==> src/rtl/scan_pkg.sv <==
package scan_pkg;

  typedef enum logic {
    END_ESCAPE    = 1'b0,
    END_ESC_OR_CNT = 1'b1
  } end_sel_e;

  // true when val lies beyond bnd in the direction of stp; zero step never
  function automatic logic beyond(input int val, input int bnd, input int stp,
                                  input logic incl);
    logic r;
    if (stp == 0)     r = 1'b0;
    else if (stp > 0) r = incl ? (val >= bnd) : (val > bnd);
    else              r = incl ? (val <= bnd) : (val < bnd);
    return r;
  endfunction

endpackage

==> src/rtl/scan_slider.sv <==
module scan_slider #(
  parameter int CW = 12
) (
  input  logic                 clk_i,
  input  logic                 rst_ni,
  input  logic                 init_i,
  input  logic                 resume_i,
  input  logic                 adv_i,
  input  logic                 wrap_i,
  input  logic                 save_i,
  input  logic signed [CW-1:0] org_i,
  input  logic signed [CW-1:0] span_i,
  input  logic signed [CW-1:0] step_i,
  input  logic signed [CW-1:0] org_step_i,
  input  logic signed [CW-1:0] span_step_i,
  input  logic signed [CW-1:0] org_end_i,
  input  logic signed [CW-1:0] span_end_i,
  output logic signed [CW-1:0] pos_o,
  output logic                 line_esc_o,
  output logic                 frame_esc_o
);
  import scan_pkg::*;

  logic signed [CW-1:0] org_q, span_q, addr_q;
  logic signed [CW-1:0] org_d, span_d, addr_d;
  logic signed [CW-1:0] sv_org_q, sv_span_q, sv_addr_q;
  logic signed [CW-1:0] addr_n, org_n, span_n;

  assign addr_n = addr_q + step_i;
  assign org_n  = org_q + org_step_i;
  assign span_n = span_q + span_step_i;

  assign line_esc_o  = beyond(int'(addr_n), int'(span_q), int'(step_i), 1'b0);
  assign frame_esc_o = beyond(int'(org_n), int'(org_end_i), int'(org_step_i), 1'b1)
                     | beyond(int'(span_n), int'(span_end_i), int'(span_step_i), 1'b1);
  assign pos_o = addr_q;

  always_comb begin
    org_d  = org_q;
    span_d = span_q;
    addr_d = addr_q;
    if (init_i) begin
      org_d  = org_i;
      span_d = span_i;
      addr_d = org_i;
    end else if (resume_i) begin
      org_d  = sv_org_q;
      span_d = sv_span_q;
      addr_d = sv_addr_q;
    end else if (adv_i) begin
      if (wrap_i) begin
        org_d  = org_n;
        span_d = span_n;
        addr_d = org_n;
      end else begin
        addr_d = addr_n;
      end
    end
  end

  always_ff @(posedge clk_i or negedge rst_ni) begin
    if (!rst_ni) begin
      org_q     <= '0;
      span_q    <= '0;
      addr_q    <= '0;
      sv_org_q  <= '0;
      sv_span_q <= '0;
      sv_addr_q <= '0;
    end else begin
      org_q  <= org_d;
      span_q <= span_d;
      addr_q <= addr_d;
      if (save_i) begin
        sv_org_q  <= org_d;
        sv_span_q <= span_d;
        sv_addr_q <= addr_d;
      end
    end
  end

  // after a line wrap the address sits on the origin
  p_line_restart_r4: assert property (@(posedge clk_i) disable iff (!rst_ni)
    adv_i && wrap_i && !init_i && !resume_i |=> addr_q == org_q);

endmodule

==> src/rtl/scan_counter.sv <==
module scan_counter #(
  parameter int NW = 16
) (
  input  logic          clk_i,
  input  logic          rst_ni,
  input  logic          init_i,
  input  logic          resume_i,
  input  logic          adv_i,
  input  logic          save_i,
  input  logic [NW-1:0] cnt_init_i,
  output logic          last_o,
  output logic [NW-1:0] saved_o
);
  logic [NW-1:0] cnt_q, cnt_d, sv_q;

  assign last_o  = (cnt_q == NW'(1));
  assign saved_o = sv_q;

  always_comb begin
    cnt_d = cnt_q;
    if (init_i)                          cnt_d = cnt_init_i;
    else if (resume_i)                   cnt_d = sv_q;
    else if (adv_i && cnt_q != '0)       cnt_d = cnt_q - NW'(1);
  end

  always_ff @(posedge clk_i or negedge rst_ni) begin
    if (!rst_ni) begin
      cnt_q <= '0;
      sv_q  <= '0;
    end else begin
      cnt_q <= cnt_d;
      if (save_i) sv_q <= cnt_d;
    end
  end

  // one decrement per generated position
  p_cnt_dec_r6: assert property (@(posedge clk_i) disable iff (!rst_ni)
    adv_i && cnt_q != '0 && !init_i && !resume_i |=> cnt_q == $past(cnt_q) - NW'(1));

  // a zero count stays zero while running
  p_cnt_zero_r6: assert property (@(posedge clk_i) disable iff (!rst_ni)
    cnt_q == '0 && !init_i && !resume_i |=> cnt_q == '0);

endmodule

==> src/rtl/scan_map.sv <==
module scan_map #(
  parameter int CW = 12,
  parameter int AW = 20,
  parameter int SW = 4
) (
  input  logic signed [CW-1:0] x_i,
  input  logic signed [CW-1:0] y_i,
  input  logic [SW-1:0]        shift_i,
  output logic                 ovf_o,
  output logic [AW-1:0]        addr_o
);
  localparam int WW = CW + (1 << SW);

  logic [CW-1:0] ux, uy;
  logic [WW-1:0] yw, merged;
  logic          x_ovf, y_ovf;

  assign ux     = unsigned'(x_i);
  assign uy     = unsigned'(y_i);
  assign yw     = WW'(uy) << shift_i;
  assign x_ovf  = x_i[CW-1] | ((ux >> shift_i) != '0);
  assign y_ovf  = y_i[CW-1] | ((yw >> AW) != '0);
  assign ovf_o  = x_ovf | y_ovf;
  assign merged = yw | WW'(ux);
  assign addr_o = AW'(merged);

endmodule

==> src/rtl/scan_ctrl.sv <==
module scan_ctrl (
  input  logic clk_i,
  input  logic rst_ni,
  input  logic start_i,
  input  logic stop_i,
  input  logic adv_i,
  input  logic final_i,
  output logic run_o,
  output logic done_o
);
  logic run_q, done_q;

  always_ff @(posedge clk_i or negedge rst_ni) begin
    if (!rst_ni) begin
      run_q  <= 1'b0;
      done_q <= 1'b0;
    end else begin
      done_q <= adv_i & final_i & ~start_i;
      if (start_i)                run_q <= 1'b1;
      else if (adv_i && final_i)  run_q <= 1'b0;
      else if (stop_i)            run_q <= 1'b0;
    end
  end

  assign run_o  = run_q;
  assign done_o = done_q;

  // termination pulse lasts one cycle
  p_done_pulse_r5: assert property (@(posedge clk_i) disable iff (!rst_ni)
    done_o |=> !done_o);

endmodule

==> src/rtl/scan_handle_gen.sv <==
module scan_handle_gen #(
  parameter int CW = 12,
  parameter int AW = 20,
  parameter int NW = 16,
  parameter int SW = 4
) (
  input  logic                 clk_i,
  input  logic                 rst_ni,
  input  logic                 start_i,
  input  logic                 resume_i,
  input  logic                 stop_i,
  input  logic                 save_i,
  input  logic                 end_sel_i,
  input  logic [NW-1:0]        cnt_init_i,
  input  logic [SW-1:0]        shift_i,
  input  logic signed [CW-1:0] x_org_i,
  input  logic signed [CW-1:0] x_span_i,
  input  logic signed [CW-1:0] x_step_i,
  input  logic signed [CW-1:0] x_org_step_i,
  input  logic signed [CW-1:0] x_span_step_i,
  input  logic signed [CW-1:0] x_org_end_i,
  input  logic signed [CW-1:0] x_span_end_i,
  input  logic signed [CW-1:0] y_org_i,
  input  logic signed [CW-1:0] y_span_i,
  input  logic signed [CW-1:0] y_step_i,
  input  logic signed [CW-1:0] y_org_step_i,
  input  logic signed [CW-1:0] y_span_step_i,
  input  logic signed [CW-1:0] y_org_end_i,
  input  logic signed [CW-1:0] y_span_end_i,
  input  logic                 out_ready_i,
  output logic                 out_valid_o,
  output logic signed [CW-1:0] out_x_o,
  output logic signed [CW-1:0] out_y_o,
  output logic [AW-1:0]        out_addr_o,
  output logic                 done_o,
  output logic                 busy_o,
  output logic [NW-1:0]        saved_cnt_o
);
  import scan_pkg::*;

  localparam int NDIM = 2;

  logic signed [CW-1:0] c_org [NDIM];
  logic signed [CW-1:0] c_span [NDIM];
  logic signed [CW-1:0] c_step [NDIM];
  logic signed [CW-1:0] c_org_step [NDIM];
  logic signed [CW-1:0] c_span_step [NDIM];
  logic signed [CW-1:0] c_org_end [NDIM];
  logic signed [CW-1:0] c_span_end [NDIM];
  logic signed [CW-1:0] pos [NDIM];
  logic [NDIM-1:0]      line_esc, frame_esc;

  logic run, ovf, adv, line_end, final_step, cnt_last, init, resume;
  end_sel_e end_sel;

  assign c_org[0] = x_org_i;             assign c_org[1] = y_org_i;
  assign c_span[0] = x_span_i;           assign c_span[1] = y_span_i;
  assign c_step[0] = x_step_i;           assign c_step[1] = y_step_i;
  assign c_org_step[0] = x_org_step_i;   assign c_org_step[1] = y_org_step_i;
  assign c_span_step[0] = x_span_step_i; assign c_span_step[1] = y_span_step_i;
  assign c_org_end[0] = x_org_end_i;     assign c_org_end[1] = y_org_end_i;
  assign c_span_end[0] = x_span_end_i;   assign c_span_end[1] = y_span_end_i;

  assign end_sel  = end_sel_e'(end_sel_i);
  assign init     = start_i & ~resume_i;
  assign resume   = start_i & resume_i;
  assign adv      = run & ~start_i & (ovf | out_ready_i);
  assign line_end = |line_esc;
  assign final_step = (line_end & (|frame_esc))
                    | ((end_sel == END_ESC_OR_CNT) & cnt_last);

  for (genvar d = 0; d < NDIM; d++) begin : g_dim
    scan_slider #(.CW(CW)) i_slider (
      .clk_i       (clk_i),
      .rst_ni      (rst_ni),
      .init_i      (init),
      .resume_i    (resume),
      .adv_i       (adv),
      .wrap_i      (line_end),
      .save_i      (save_i),
      .org_i       (c_org[d]),
      .span_i      (c_span[d]),
      .step_i      (c_step[d]),
      .org_step_i  (c_org_step[d]),
      .span_step_i (c_span_step[d]),
      .org_end_i   (c_org_end[d]),
      .span_end_i  (c_span_end[d]),
      .pos_o       (pos[d]),
      .line_esc_o  (line_esc[d]),
      .frame_esc_o (frame_esc[d])
    );
  end

  scan_counter #(.NW(NW)) i_counter (
    .clk_i      (clk_i),
    .rst_ni     (rst_ni),
    .init_i     (init),
    .resume_i   (resume),
    .adv_i      (adv),
    .save_i     (save_i),
    .cnt_init_i (cnt_init_i),
    .last_o     (cnt_last),
    .saved_o    (saved_cnt_o)
  );

  scan_map #(.CW(CW), .AW(AW), .SW(SW)) i_map (
    .x_i     (pos[0]),
    .y_i     (pos[1]),
    .shift_i (shift_i),
    .ovf_o   (ovf),
    .addr_o  (out_addr_o)
  );

  scan_ctrl i_ctrl (
    .clk_i   (clk_i),
    .rst_ni  (rst_ni),
    .start_i (start_i),
    .stop_i  (stop_i),
    .adv_i   (adv),
    .final_i (final_step),
    .run_o   (run),
    .done_o  (done_o)
  );

  assign out_valid_o = run & ~ovf;
  assign out_x_o     = pos[0];
  assign out_y_o     = pos[1];
  assign busy_o      = run;

  // a start always opens a run
  p_start_busy_r2: assert property (@(posedge clk_i) disable iff (!rst_ni)
    start_i |=> busy_o);

  // stalled handle holds
  p_stall_hold_r7: assert property (@(posedge clk_i) disable iff (!rst_ni)
    out_valid_o && !out_ready_i && !start_i && !stop_i
    |=> out_valid_o && $stable(out_addr_o) && $stable(out_x_o) && $stable(out_y_o));

  // termination leaves the block idle
  p_done_idle_r5: assert property (@(posedge clk_i) disable iff (!rst_ni)
    done_o |-> !busy_o);

  // nothing negative is ever presented
  p_no_overflow_r9: assert property (@(posedge clk_i) disable iff (!rst_ni)
    out_valid_o |-> !out_x_o[CW-1] && !out_y_o[CW-1]);

  // stop idles the block
  p_stop_r12: assert property (@(posedge clk_i) disable iff (!rst_ni)
    stop_i && !start_i |=> !busy_o && !out_valid_o);

endmodule

==> config.mk <==
export PLATFORM = sky130hd
export DESIGN_NAME = scan_handle_gen
export DESIGN_NICKNAME = d
export VERILOG_FILES = /design/src/rtl/scan_pkg.sv /design/src/rtl/scan_slider.sv /design/src/rtl/scan_counter.sv /design/src/rtl/scan_map.sv /design/src/rtl/scan_ctrl.sv /design/src/rtl/scan_handle_gen.sv
export SDC_FILE = /design/constraint.sdc
export NUM_CORES = 1
export LEC_CHECK = 0
export BUFFER_PORTS_ARGS = -buffer_cell sky130_fd_sc_hd__buf_4
export CORE_MARGIN = 5
export CORE_UTILIZATION = 43
export CTS_BUF_LIST = sky130_fd_sc_hd__clkbuf_16
export DETAILED_ROUTE_END_ITERATION = 6
export GPL_ROUTABILITY_DRIVEN = 1
export SLEW_MARGIN = 20
export SYNTH_ARGS = -nofsm -noshare
export SYNTH_HDL_FRONTEND = slang
export SYNTH_SLANG_ARGS = --single-unit
==> constraint.sdc <==
create_clock -name clk_i -period 6.5 [get_ports clk_i]
set_clock_uncertainty 0.2 [all_clocks]
set_input_delay 1.625 -clock clk_i [delete_from_list [all_inputs] [get_ports clk_i]]
set_output_delay 1.625 -clock clk_i [all_outputs]
set_load 0.01 [all_outputs]
## Yosys cells after proc, flatten, opt, wreduce, memory -nomap -nowiden

Index checks and enable logic that the tools add are counted.

| storage, ports and cells | value |
|---|---|
| bits in registers | 178 |
| latch bits | 0 |
| memory bits (writable) | 0 |
| ROM bits | 0 |
| input port bits | 196 |
| output and inout bits | 63 |
| word-level logic and storage cells | 120 |
| memories kept | 0 |

| cells by class | value |
|---|---|
| add/subtract/negate cells | 7 |
| $mul | 0 |
| divide/modulo/power cells | 0 |
| $lt $le $gt $ge | 18 |
| equal/unequal tests | 1 |
| shifts and indexed selects | 2 |
| multiplexer cells | 42 |
| bitwise operators | 20 |
| reduce and logical (&&, ||, !) cells | 14 |

Operators with widths:

| kind | number |
|---|---|
| $mux W12 | 24 |
| $logic_not A32 Y1 | 6 |
| $add A12 B12 Y12 | 6 |
| $gt A12 B1 Y1 const B | 6 |
| $ge A12 B12 Y1 | 4 |
| $le A12 B12 Y1 | 4 |
| $mux W16 | 3 |
| $reduce_bool A28 Y1 | 1 |
| $shl A12 B4 Y28 | 1 |
| $gt A12 B12 Y1 | 2 |
| $lt A12 B12 Y1 | 2 |
| $or A20 B12 Y20 | 1 |
| $eq A16 B1 Y1 const B | 1 |
| $reduce_bool A16 Y1 | 1 |
| $sub A16 B1 Y16 const B | 1 |
| $mux W1 | 15 |
| $reduce_bool A12 Y1 | 1 |
| $shr A12 B4 Y12 | 1 |
| $and A1 B1 Y1 | 9 |
| $or A1 B1 Y1 | 7 |
| $reduce_or A2 Y1 | 2 |
| $not A1 Y1 | 3 |
| $reduce_bool A3 Y1 | 1 |
| $logic_and A1 B1 Y1 | 2 |

## Longest topological paths before layout

| depth | value |
|---|---|
| depth in word-level cells | 11 |
| depth in mapped cells | 20 |
| depth with buffers taken out | 17 |

## Hierarchy

Synthesis repeated with hierarchy kept, for this count alone.

| second synthesis, totals | value |
|---|---|
| cells, all modules | 1789 |
| area, all modules | 15334.7 sq um |

Modules (own cells, without submodules):

| module | times used | cells an instance | area an instance (sq um) | sequential area each (sq um) |
|---|---|---|---|---|
| scan_slider (g_dim[0].i_slider) | 1 | 725 | 6326.1 | 1801.7 |
| scan_slider (g_dim[1].i_slider) | 1 | 728 | 6197.2 | 1801.7 |
| scan_counter | 1 | 202 | 1845.5 | 800.8 |
| scan_map | 1 | 119 | 837.1 | 0.0 |
| scan_ctrl | 1 | 6 | 70.1 | 50.0 |
| scan_handle_gen | 1 | 9 | 58.8 | 0.0 |

## Worst setup path before layout

No wires, ideal clock.

| timing | value |
|---|---|
| path type | in2reg |
| start point | input port x_step_i[0] |
| end point | register g_dim[0].i_slider.span_q[10] |
| library setup time | 146 ps |
| arrival | 5370 ps |
| required time | 6154 ps |
| setup slack | 784 ps |
| stages | 20 |
| buffers on the path | 3 |
| cells stage by stage | ha_1 -> fa_1 -> a21o_1 -> a21oi_1 -> nand2b_1 -> a211o_1 -> nor3b_1 -> a311o_1 -> ha_1 -> nand2_1 -> nor3_1 -> o21ai_1 -> a21o_1 -> and4_1 -> clkbuf_1 -> o31ai_1 -> buf_2 -> buf_4 -> mux2i_1 -> mux2i_1 |

| on the way | value |
|---|---|
| word-level cells in the longest chain between the ends | 9 |
| elaborated cells on any way between the ends | 12 |
| classes of those cells | add/sub (1); order compare (3); mux (6); reduce/logical (2) |

Ends and longest elaborated chain:

| what | RTL line | RTL |
|---|---|---|
| from (decl) | scan_handle_gen.sv:18 | `input logic signed [CW-1:0] x_step_i,` |
| $add A12 B12 Y12 | scan_slider.sv:29 | `assign addr_n = addr_q + step_i;` |
| $lt A12 B12 Y1 / $gt A12 B12 Y1 (equally long branches) | scan_pkg.sv:14, scan_pkg.sv:13 |  |
| $mux W1 | scan_pkg.sv:13 | `else if (stp > 0) r = incl ? (val >= bnd) : (val > bnd);` |
| $mux W1 (*) | scan_pkg.sv:12 | `if (stp == 0) r = 1'b0;` |
| $reduce_or A2 Y1 (*) | scan_handle_gen.sv:68 | `assign line_end = \|line_esc;` |
| $mux W12 (*) | scan_slider.sv:51 | `if (wrap_i) begin` |
| $mux W12 (*) | scan_slider.sv:50 | `end else if (adv_i) begin` |
| $mux W12 (*) | scan_slider.sv:46 | `end else if (resume_i) begin` |
| $mux W12 (*) | scan_slider.sv:42 | `if (init_i) begin` |
| net g_dim[0].i_slider.span_d[10] | scan_slider.sv:25 | `logic signed [CW-1:0] org_d, span_d, addr_d;` |
| to (signal assigned) | scan_slider.sv:71 | `span_q <= span_d;` |
| to (decl) | scan_slider.sv:24 | `logic signed [CW-1:0] org_q, span_q, addr_q;` |

The timed path passes the listed nets; every way through them passes the cells marked *.
A chain may end at the register's enable or synchronous reset.

## Worst setup path in the final report

| timing | value |
|---|---|
| start point | input port y_step_i[0] |
| end point | register g_dim[1].i_slider.sv_org_q[0] |

| on the way | value |
|---|---|
| word-level cells in the longest chain between the ends | 9 |
| elaborated cells on any way between the ends | 12 |
| classes of those cells | add/sub (1); order compare (3); mux (6); reduce/logical (2) |

Ends and longest elaborated chain:

| what | RTL line | RTL |
|---|---|---|
| from (decl) | scan_handle_gen.sv:25 | `input logic signed [CW-1:0] y_step_i,` |
| $add A12 B12 Y12 | scan_slider.sv:29 |  |
| $lt A12 B12 Y1 / $gt A12 B12 Y1 (equally long branches) | scan_pkg.sv:14, scan_pkg.sv:13 |  |
| $mux W1 | scan_pkg.sv:13 |  |
| $mux W1 (*) | scan_pkg.sv:12 |  |
| $reduce_or A2 Y1 (*) | scan_handle_gen.sv:68 |  |
| $mux W12 (*) | scan_slider.sv:51 |  |
| $mux W12 (*) | scan_slider.sv:50 |  |
| $mux W12 (*) | scan_slider.sv:46 |  |
| $mux W12 (*) | scan_slider.sv:42 |  |
| to (signal assigned) | scan_slider.sv:74 | `sv_org_q <= org_d;` |
| to (decl) | scan_slider.sv:26 | `logic signed [CW-1:0] sv_org_q, sv_span_q, sv_addr_q;` |

Mark *: on every way between the ends. The rest lies on a longest branch, timed or not.

==> impl_results.md <==
- Share of power burned in registers: 0.231
- Initial core utilization: 0.436
- Synth Flop Type: dfrtp_1
- Mapped Cells: about 1800
- HP Class: flip-flop to flip-flop
- Worst-path maximum fanout: 38
- Syn-to-layout area delta: 19.1%
- Area after DPL: roughly 0.018 sq mm
- Post-route DRC: 0
- Routed wire per std cell: roughly 22 um
- Synth area leader: dfrtp_1
- Final period util: 0.899
- Outcome: finished, final reports clean
- Routed Wire Length: around 54000 um
- Num rows: 69
- Post-route insts no fill: 2470
- Post-layout min period: ~6 ns
- Required time worst endpoint: 6.56 ns
- Hold_ws: about 0.30 ns
- DP HPWL: ~40000 um
- Int Power: slightly below 0.005 W
- CTS tree: built
- DR iter-0 viols: roughly 1000
- Netlist cell types: just under 80
- IO Count: ~260
- Maximum clock path buffer count: 2
- Setup ws final: 0.654 ns
- DR vias/cell: roughly 6
- Synth Register Bits: between 150 and 200
- TritonCTS buffer count: 17
- Max cap viols: 0
- H-tree depth: 4
- Post-Place Worst Slack: between 0.2 and 0.3 ns
- Pleak: ~8.7 nW
- All-Layer GR Usage: 0.265
- Antenna cell count: 0
- Setup bufs post-CTS: 0
- Power per cell area: just over 500 mW/mm^2
- Worst EP arrival: between 5 and 6 ns
- Clock share of power: 0.107
- Dominant cells by area after synthesis: dfrtp_1, ha_1, mux2i_1
- Global-route wire length before repair: ~83000 um
- Synth warnings: 0
- Final setup fails: 0
- Ys async rst share: 1.00
- Vias in the first global route: 14700
- Placed cells: 2437
- Peak VDD IR: ~0.00035 V
- Logic pwr share: 0.662
- Hold Vio Cnt, Final: 0
- ANT nets after route: 0
- Post-Syn Area: roughly 0.015 sq mm
- Post-route setup TNS: 0 ns
- Chip width: ~200 um
- Buffers added on ports: 258
- Initial antenna violation count: 1
- Headroom to the max-slew limit: 0.377
- Endpoint class of the critical path: flip-flop
- RSZ-0062 raised after global routing: no
- Slew Viols, Final: 0
- Post-cts resize count: 0
- Crit path kind: input pin to flip-flop
- Maximum clock frequency: between 150 and 200 MHz
- Routability cong.: 0.909
- Switching power: about 0.0048 W
- Syn_area_per_cell: slightly below 9 sq um
- Full die area: 0.0399 sq mm
- Worst-Skew Late Latency: about 0.44 ns
- Switching Fraction: 0.497
- Design area: roughly 0.018 sq mm
- Clock Sinks: roughly 180
- Largest net degree at the start of global routing: between 150 and 200
- Register area share after synthesis: 0.287
- Clk slew on worst S/H paths: around 0.07 ns
- Worst Tran Pin Value: 0.933 ns
- GRT overflow: 0
- Syn nets: 2133
- Share of layout cells above drive strength 1: 0.183
- TritonRoute pass-1 iters: 5
- Post-synth EDFFs: 0
- CTS Root Cell: clkbuf_16
- Critical path startpoint category: input pin
- Hold_buf cts: 0
- Vias: around 15000
- Share of the synthesized area in the top cell type: 0.287
- Die H: roughly 200 um
- Nets: around 2300
- Core Footprint: 0.0356 sq mm
## sequential cells by signal, indices dropped and copies added, names as in the netlist
register / flops
g_dim.i_slider.sv_span_q: 24
i_counter.cnt_q: 16
g_dim.i_slider.org_q: 24
i_ctrl.run_o: 1
g_dim.i_slider.sv_addr_q: 24
i_counter.saved_o: 16
g_dim.i_slider.span_q: 24
g_dim.i_slider.sv_org_q: 24
g_dim.i_slider.pos_o: 24
i_ctrl.done_o: 1
## cell usage after synthesis, types with 24 or more instances
cell type  number
dfrtp_1       178
mux2i_1       144
ha_1          141
a21oi_1       132
nor2_1        127
nand2_1       118
inv_1         102
o21ai_0        94
clkbuf_1       74
xnor2_1        55
nand4_1        39
o31ai_1        36
o21ai_1        34
a21o_1         31
a31oi_1        31
nor3_1         31
a22o_1         28
nor2b_1        28
a22oi_1        24
nand3_1        24
nor4_1         24
## cell families after synthesis
kind of cell | after synthesis | synth area share
AO/OA/AOI/OAI | 557 | 0.237
AND/OR/NAND/NOR | 460 | 0.146
buffers and inverters | 205 | 0.0535
flip-flops | 178 | 0.287
multiplexers | 167 | 0.112
adder cells (fa/ha/maj) | 147 | 0.122
XOR/XNOR | 76 | 0.0430
## critical path: stages
cell and delay, ns:
buf_4 0.11, ha_1 0.23, fa_1 0.41, a21o_1 0.17, a21oi_1 0.25, o211ai_1 0.17
a31o_2 0.25, a21oi_1 0.16, xnor2_1 0.13, ha_1 0.31, nand4_1 0.11, o21ai_0 0.18
nand3_1 0.09, o21ai_1 0.17, mux2_2 0.41, o31ai_4 0.31, buf_12 0.31, mux2i_1 0.30
o221ai_1 0.16
## power groups by stage
stage,registers [W],logic (W),clock network [W]
2_1_floorplan,0.00197,0.00437,0
3_3_place_gp,0.00220,0.00615,0
3_5_place_dp,0.00221,0.00626,0
4_1_cts,0.00220,0.00630,0.00104
5_1_grt,0.00227,0.00704,0.00108
6_report,0.00221,0.00633,0.00102
## layout make-up
type                       instances  area [sq um]
clock inverter                    15           144
inverter                         106           398
timing repair buffer             286          2220
sequential                       178          4450
tap                              461           577
fill                            3456         17100
multi-input combinational       1407         10200
clock buffer                      17           425
## cells in the final DEF (no fill, tap or decap), types with 8 or more instances in the layout
cell type  synthesis  final
a31oi_1           31     31
nor3_1            31     31
a22o_1            28     28
a22oi_1           24     24
mux2i_1          144    144
nand4_1           39     39
o221ai_1          14     14
mux2_2            17     17
o22ai_1           11     11
clkbuf_16          0     17
o21ai_0           94     94
a21o_1            31     31
nor2_1           127    125
nor2b_1           28     28
nand3_1           24     24
ha_1             141    141
a21oi_1          132    132
a211oi_1          17     17
dfrtp_1          178    178
xor2_1            21     21
o21ai_1           34     34
or3_1              8      8
nand2b_1          15     15
o31ai_1           36     35
o21bai_1          17     17
xnor2_1           55     55
inv_1            102    103
nand2_1          118    117
buf_4              4    279
nor4_1            24     24
and3_1            13     13
a31o_2             8      8
o21a_1            22     22
## path summary, 6_finish.rpt
path | endpoint | cells after the start | slack (ns) | startpoint
min in group asynchronous | g_dim[1].i_slider.span_q[0]$_DFF_PN0_ | 2 | 0.92 | rst_ni
min | g_dim[1].i_slider.sv_span_q[0]$_DFFE_PN0P_ | 2 | 0.30 | g_dim[1].i_slider.sv_span_q[0]$_DFFE_PN0P_
min reg2reg | g_dim[1].i_slider.sv_span_q[0]$_DFFE_PN0P_ | 2 | 0.30 | g_dim[1].i_slider.sv_span_q[0]$_DFFE_PN0P_
max | g_dim[1].i_slider.sv_org_q[0]$_DFFE_PN0P_ | 19 | 0.65 | y_step_i[0]
max reg2reg | g_dim[1].i_slider.sv_org_q[0]$_DFFE_PN0P_ | 18 | 1.35 | g_dim[1].i_slider.pos_o[0]$_DFF_PN0_
max in group asynchronous | g_dim[0].i_slider.org_q[6]$_DFF_PN0_ | 3 | 4.20 | rst_ni
## metrics by stage
step,power (W),utilization
after floorplan,0.00634,-
after global placement,0.00836,0.502
after detailed placement,0.00847,0.502
after CTS,0.00954,0.518
after global routing,0.0104,0.519
final,0.00957,0.519
## routing by layer
metal	track usage	wire length [um]	vias to the layer above
met5	0	13	-
met4	0.0908	1710	2
met3	0.0457	3510	107
met2	0.426	24800	495
met1	0.363	23700	7133
li1	-	-	7076
Power figures use the tool's default switching activity.
